### src/rtl/bank_rowbuf_pkg.sv
package bank_rowbuf_pkg;
  typedef enum logic [1:0] {
    CLS_HIT      = 2'b00,
    CLS_EMPTY    = 2'b01,
    CLS_CONFLICT = 2'b10
  } acc_class_e;

  typedef enum logic [2:0] {
    PH_IDLE,
    PH_PRE,
    PH_ACT,
    PH_COL,
    PH_AUTOPRE
  } phase_e;
endpackage

### src/rtl/phase_timer.sv
module phase_timer #(
  parameter int CNT_W = 4
) (
  input  logic             clk,
  input  logic             rst_n,
  input  logic             load,
  input  logic [CNT_W-1:0] load_val,
  output logic             zero
);
  logic [CNT_W-1:0] cnt;

  always_ff @(posedge clk) begin
    if (!rst_n)          cnt <= '0;
    else if (load)       cnt <= load_val;
    else if (cnt != '0)  cnt <= cnt - 1'b1;
  end

  assign zero = (cnt == '0);

  AST_TIMER_STEP: assert property (@(posedge clk) disable iff (!rst_n)
    (!load && cnt != '0) |=> (cnt == $past(cnt) - 1'b1));
endmodule

### src/rtl/row_tracker.sv
module row_tracker
  import bank_rowbuf_pkg::*;
#(
  parameter int ROW_W = 4
) (
  input  logic             clk,
  input  logic             rst_n,
  input  logic             accept,
  input  logic [ROW_W-1:0] req_row,
  input  logic             clear,
  output acc_class_e       cls
);
  logic             open_valid;
  logic [ROW_W-1:0] open_row;

  always_comb begin
    if (!open_valid)               cls = CLS_EMPTY;
    else if (open_row == req_row)  cls = CLS_HIT;
    else                           cls = CLS_CONFLICT;
  end

  always_ff @(posedge clk) begin
    if (!rst_n) begin
      open_valid <= 1'b0;
      open_row   <= '0;
    end else if (accept) begin
      open_valid <= 1'b1;
      open_row   <= req_row;
    end else if (clear) begin
      open_valid <= 1'b0;
    end
  end

  AST_OPEN_AFTER_ACCEPT: assert property (@(posedge clk) disable iff (!rst_n)
    accept |=> (open_valid && open_row == $past(req_row)));
  AST_NO_CLEAR_ON_ACCEPT: assert property (@(posedge clk) disable iff (!rst_n)
    !(accept && clear));
endmodule

### src/rtl/bank_seq.sv
module bank_seq
  import bank_rowbuf_pkg::*;
#(
  parameter int T_PRE      = 16,
  parameter int T_ACT      = 16,
  parameter int T_COL      = 16,
  parameter bit CLOSE_PAGE = 1'b0,
  parameter int CNT_W      = 5
) (
  input  logic             clk,
  input  logic             rst_n,
  input  logic             req_valid,
  input  acc_class_e       cls,
  input  logic             zero,
  output logic             req_ready,
  output logic             accept,
  output logic             load,
  output logic [CNT_W-1:0] load_val,
  output logic             done,
  output logic [1:0]       done_class,
  output logic             clear,
  output logic             in_pre,
  output logic             in_act,
  output logic             in_col
);
  localparam logic [CNT_W-1:0] LD_PRE = CNT_W'(T_PRE - 1);
  localparam logic [CNT_W-1:0] LD_ACT = CNT_W'(T_ACT - 1);
  localparam logic [CNT_W-1:0] LD_COL = CNT_W'(T_COL - 1);

  phase_e     state, nxt;
  acc_class_e cls_q;

  assign done      = (state == PH_COL) && zero;
  assign req_ready = (state == PH_IDLE) || (!CLOSE_PAGE && done);
  assign accept    = req_valid && req_ready;
  assign clear     = (state == PH_AUTOPRE) && zero;
  assign in_pre    = (state == PH_PRE) || (state == PH_AUTOPRE);
  assign in_act    = (state == PH_ACT);
  assign in_col    = (state == PH_COL);
  assign done_class = done ? cls_q : CLS_HIT;

  always_comb begin
    nxt      = state;
    load     = 1'b0;
    load_val = '0;
    if (accept) begin
      load = 1'b1;
      case (cls)
        CLS_HIT:   begin nxt = PH_COL; load_val = LD_COL; end
        CLS_EMPTY: begin nxt = PH_ACT; load_val = LD_ACT; end
        default:   begin nxt = PH_PRE; load_val = LD_PRE; end
      endcase
    end else if (zero) begin
      case (state)
        PH_PRE: begin nxt = PH_ACT; load = 1'b1; load_val = LD_ACT; end
        PH_ACT: begin nxt = PH_COL; load = 1'b1; load_val = LD_COL; end
        PH_COL: begin
          if (CLOSE_PAGE) begin
            nxt = PH_AUTOPRE; load = 1'b1; load_val = LD_PRE;
          end else begin
            nxt = PH_IDLE;
          end
        end
        PH_AUTOPRE: nxt = PH_IDLE;
        default:    nxt = state;
      endcase
    end
  end

  always_ff @(posedge clk) begin
    if (!rst_n) begin
      state <= PH_IDLE;
      cls_q <= CLS_EMPTY;
    end else begin
      state <= nxt;
      if (accept) cls_q <= cls;
    end
  end

  AST_DONE_PULSE: assert property (@(posedge clk) disable iff (!rst_n)
    (done && !accept) |=> !done);
  AST_CLASS_CODE: assert property (@(posedge clk) disable iff (!rst_n)
    done |-> (done_class != 2'b11));
  AST_CLOSE_EMPTY: assert property (@(posedge clk) disable iff (!rst_n)
    (CLOSE_PAGE && done) |-> (done_class == CLS_EMPTY));
  AST_CLOSE_HOLD: assert property (@(posedge clk) disable iff (!rst_n)
    (CLOSE_PAGE && done) |=> (!req_ready && in_pre));
  AST_OPEN_READY: assert property (@(posedge clk) disable iff (!rst_n)
    (!CLOSE_PAGE && done) |-> req_ready);
  AST_PHASE_EXCL: assert property (@(posedge clk) disable iff (!rst_n)
    $onehot0({in_pre, in_act, in_col}));
endmodule

### src/rtl/bank_rowbuf_ctrl.sv
module bank_rowbuf_ctrl
  import bank_rowbuf_pkg::*;
#(
  parameter int ROW_W      = 14,
  parameter int COL_W      = 10,
  parameter int T_PRE      = 16,
  parameter int T_ACT      = 16,
  parameter int T_COL      = 16,
  parameter bit CLOSE_PAGE = 1'b0
) (
  input  logic             clk,
  input  logic             rst_n,
  input  logic             req_valid,
  output logic             req_ready,
  input  logic [ROW_W-1:0] req_row,
  input  logic [COL_W-1:0] req_col,
  input  logic             req_write,
  output logic             done,
  output logic [1:0]       done_class,
  output logic [COL_W-1:0] done_col,
  output logic             done_write,
  output logic             in_pre,
  output logic             in_act,
  output logic             in_col
);
  localparam int T_PA  = (T_PRE > T_ACT) ? T_PRE : T_ACT;
  localparam int T_MAX = (T_PA > T_COL) ? T_PA : T_COL;
  localparam int CNT_W = $clog2(T_MAX + 1);

  acc_class_e       cls;
  logic             accept, load, zero, clear;
  logic [CNT_W-1:0] load_val;
  logic [COL_W-1:0] col_q;
  logic             write_q;

  row_tracker #(.ROW_W(ROW_W)) u_track (
    .clk(clk), .rst_n(rst_n), .accept(accept), .req_row(req_row),
    .clear(clear), .cls(cls)
  );

  phase_timer #(.CNT_W(CNT_W)) u_timer (
    .clk(clk), .rst_n(rst_n), .load(load), .load_val(load_val), .zero(zero)
  );

  bank_seq #(
    .T_PRE(T_PRE), .T_ACT(T_ACT), .T_COL(T_COL),
    .CLOSE_PAGE(CLOSE_PAGE), .CNT_W(CNT_W)
  ) u_seq (
    .clk(clk), .rst_n(rst_n), .req_valid(req_valid), .cls(cls), .zero(zero),
    .req_ready(req_ready), .accept(accept), .load(load), .load_val(load_val),
    .done(done), .done_class(done_class), .clear(clear),
    .in_pre(in_pre), .in_act(in_act), .in_col(in_col)
  );

  always_ff @(posedge clk) begin
    if (!rst_n) begin
      col_q   <= '0;
      write_q <= 1'b0;
    end else if (accept) begin
      col_q   <= req_col;
      write_q <= req_write;
    end
  end

  assign done_col   = done ? col_q : '0;
  assign done_write = done & write_q;

  AST_ACCEPT_BUSY: assert property (@(posedge clk) disable iff (!rst_n)
    (accept && T_COL > 1) |=> !req_ready);
endmodule

### config.mk
export PLATFORM = sky130hd
export DESIGN_NAME = bank_rowbuf_ctrl
export DESIGN_NICKNAME = d
export VERILOG_FILES = /design/src/rtl/bank_rowbuf_pkg.sv /design/src/rtl/phase_timer.sv /design/src/rtl/row_tracker.sv /design/src/rtl/bank_seq.sv /design/src/rtl/bank_rowbuf_ctrl.sv
export SDC_FILE = /design/constraint.sdc
export NUM_CORES = 1
export LEC_CHECK = 0
export BUFFER_PORTS_ARGS = -buffer_cell sky130_fd_sc_hd__buf_2
export CAP_MARGIN = 20
export CELL_PAD_IN_SITES_DETAIL_PLACEMENT = 1
export CELL_PAD_IN_SITES_GLOBAL_PLACEMENT = 1
export CORE_ASPECT_RATIO = 0.9
export CORE_MARGIN = 10
export CORE_UTILIZATION = 40
export CTS_CLUSTER_DIAMETER = 120
export DETAILED_ROUTE_END_ITERATION = 12
export PLACE_DENSITY = 0.83
export SYNTH_ARGS = -nofsm -noshare
export SYNTH_HDL_FRONTEND = slang
export SYNTH_HIERARCHICAL = 1
export SYNTH_SLANG_ARGS = --single-unit
### constraint.sdc
create_clock -name clk -period 2.6 [get_ports clk]
set_input_delay 0.26 -clock clk [delete_from_list [all_inputs] [get_ports clk]]
set_output_delay 0.26 -clock clk [all_outputs]
set_load 0.01 [all_outputs]
==> flow_summary.json <==
{
  "fmax_mhz": 443,
  "yosys-top-cells-count": "dfxtp_1 (35), nor2b_1 (26), mux2i_1 (25)",
  "p_sw_mw": 0.705,
  "cts_buffers": 5,
  "coreArea_um2": 4490,
  "path_class": "reg -> out",
  "io_buffer_count": 45,
  "yosysWarnings": 6,
  "p_clk_frac": 0.200,
  "cap_violations": 0,
  "ios": 46,
  "firstDrtPassIters": 4,
  "crit_path_max_incr_delay_ns": 0.43,
  "grt_max_degree": 26,
  "synthFlopType": "dfxtp_1",
  "setup_violations": 0,
  "initial_core_util": 0.418,
  "avgViaCountPerCell": 4.86,
  "antenna_found_initial": 0,
  "syn_avg_cell_area_um2": 9.71,
  "clkTransAtPathRegs_ns": 0.07,
  "drive_gt1_frac": 0.267,
  "hold_ws_ns": 0.232,
  "die_h_um": 84.9,
  "finalCritPeriodShare": 0.868,
  "crit_slowest_cell": "and2_1",
  "die_x_um": 92.2,
  "min_delay_path_depth": 3,
  "rows": 23,
  "ir_drop_v": 0.000306,
  "vias": 1448,
  "syn-cell-area_um2": 1870,
  "hold_class": "in -> reg",
  "post-place-cells": 290,
  "worstPathArrival_ns": 2.00,
  "power_mw": 1.88,
  "synth_edf_count": 0,
  "yosysUniqueCellTypes": 41,
  "period_needed_ns": 2.26,
  "p_sw_frac": 0.375,
  "grt.total_usage": 0.124,
  "area_growth_syn_to_layout_pct": 16.0,
  "cts_setup_buffers": 0,
  "fin_util": 0.484,
  "pwr-share-comb": 0.412,
  "synthCells": 193,
  "p_int_mw": 1.18,
  "path_max_fanout": 12,
  "hold_viol": 0,
  "yosysMostFrequentCell": "dfxtp_1",
  "crit_required_ns": 2.34,
  "outcome": "completed",
  "cp-start-kind": "flop",
  "clock-sinks": 35,
  "dpl-instance-area_um2": 2090,
  "fin_cells": 298,
  "insertion_delay_ns": 0.29,
  "dpl_worst_slack_ns": 0.495,
  "cp-end-kind": "output pin",
  "layout.nets": 268,
  "yosysSeqAreaShare": 0.374,
  "remaining_drc_errors": 0,
  "antenna_cells": 0,
  "holdBufCountCts": 0,
  "hpwl_um": 3540,
  "routabilityCongestion": 0.858,
  "path_depth": 6,
  "yosysTopAreaCellShare": 0.374,
  "first_iter_violations": 71,
  "crit_buf_inv": 2,
  "async_reset_ff_frac": 0,
  "grt_pass1_vias": 1596,
  "avgRoutedWirePerCell_um": 15.8,
  "synth_top_cell_by_area": "dfxtp_1",
  "totalWireLength_um": 4710,
  "skew_ns": 0.00478,
  "die_area_um2": 7830,
  "cts-resized-gates": 0,
  "crit_chain": "inv_1 -> ha_1 -> nor4b_4 -> and2_1 -> and2_1 -> buf_2",
  "leakage_nw": 0.997,
  "setup_tns_ns": 0,
  "ys_ff_latch": 35,
  "rsz0062_at_grt": "no",
  "worst_slack_ns": 0.342,
  "stdcell_area_um2": 2170,
  "reg2reg_depth": 8,
  "cts_max_path_buffers": 2,
  "ctsHtreeMaxLevel": 2,
  "grt_overflow": 0,
  "cp_common_cell": "and2_1",
  "power_density_nw_per_um2": 866,
  "grt_pass1_wl_um": 7860,
  "critical-path-top-delay-family": "simple AND/OR/NAND/NOR gates",
  "sequentialPowerShare": 0.388,
  "cts_tree": "done",
  "report.final.slew_viol_count": 0,
  "synth_area_leaders": "dfxtp_1 (37%), mux2i_1 (13%), nor2b_1 (8.7%)",
  "antenna_left": 0,
  "root_buffer": "clkbuf_8"
}
==> registers in the layout, indices dropped and copies added, names as in the netlist <==
| signal | cells |
|---|---|
| u_seq/state | 2 |
| u_seq/cls_q | 2 |
| write_q | 1 |
| col_q | 10 |
| u_timer/cnt | 5 |
| u_track/open_row | 14 |
| u_track/open_valid | 1 |
==> final cells by class <==
class / instances / area, µm²
fillers: 559 / 2320
multi-input cells: 134 / 1020
flip-flops and latches: 35 / 701
repair buffers: 49 / 255
clock buffers: 7 / 76.3
clock inverters: 1 / 5.00
well taps: 62 / 77.6
inverters: 10 / 37.5
==> power groups by stage <==
stage                     Combinational, mW  Clock [mW]  Sequential [mW]
final                                 0.775       0.377            0.731
after global placement                0.732           0            0.737
after floorplan                       0.668           0            0.719
after global routing                  0.859       0.417            0.745
after CTS                             0.776       0.393            0.732
after detailed placement              0.769           0            0.741
==> tightest hold or removal path, cell delays in order <==
cell	delay, ns
buf_2	0.07
mux2i_1	0.05
nor2b_1	0.09
==> layout by cell type, fill, tap and decap left out, types with 5 or more instances in the layout <==
cell / count
nand3_1: 9
xor2_1: 10
clkbuf_8: 5
inv_1: 8
mux2i_1: 25
nor2b_1: 26
dfxtp_1: 35
xnor2_1: 5
and2_1: 12
ha_1: 5
buf_2: 45
==> logic make-up (layout without fill, tap and decap cells) <==
kind of cell / Yosys count / count (layout) / synth area share
compound gates: 20 / 20 / 0.0761
xor+xnor: 15 / 15 / 0.0701
fa+ha+maj: 5 / 5 / 0.0334
buf+inv: 25 / 67 / 0.0874
flops: 35 / 35 / 0.374
mux: 25 / 25 / 0.134
other cells: 1 / 2 / 0.00200
simple gates: 67 / 67 / 0.224
==> metal layers <==
metal  vias to the layer above  wire length [µm]  part of all wire  track usage
li1                        732                 -                 -            -
met1                       680              2180              0.46        0.147
met2                        30              2310              0.49        0.207
met3                         6               132             0.028       0.0299
met4                         0                80             0.017       0.0588
met5                         -                 0                 0            0
==> worst paths after layout <==
check | startpoint | endpoint | slack, ns
max | u_timer/cnt[0] | done_col[9] | 0.34
min | req_col[0] | col_q[0] | 0.23
max reg2reg | u_timer/cnt[0] | u_timer/cnt[1] | 0.47
min reg2reg | u_seq/cls_q[0] | u_seq/cls_q[0] | 0.51
(Power assumes the default switching activity.)
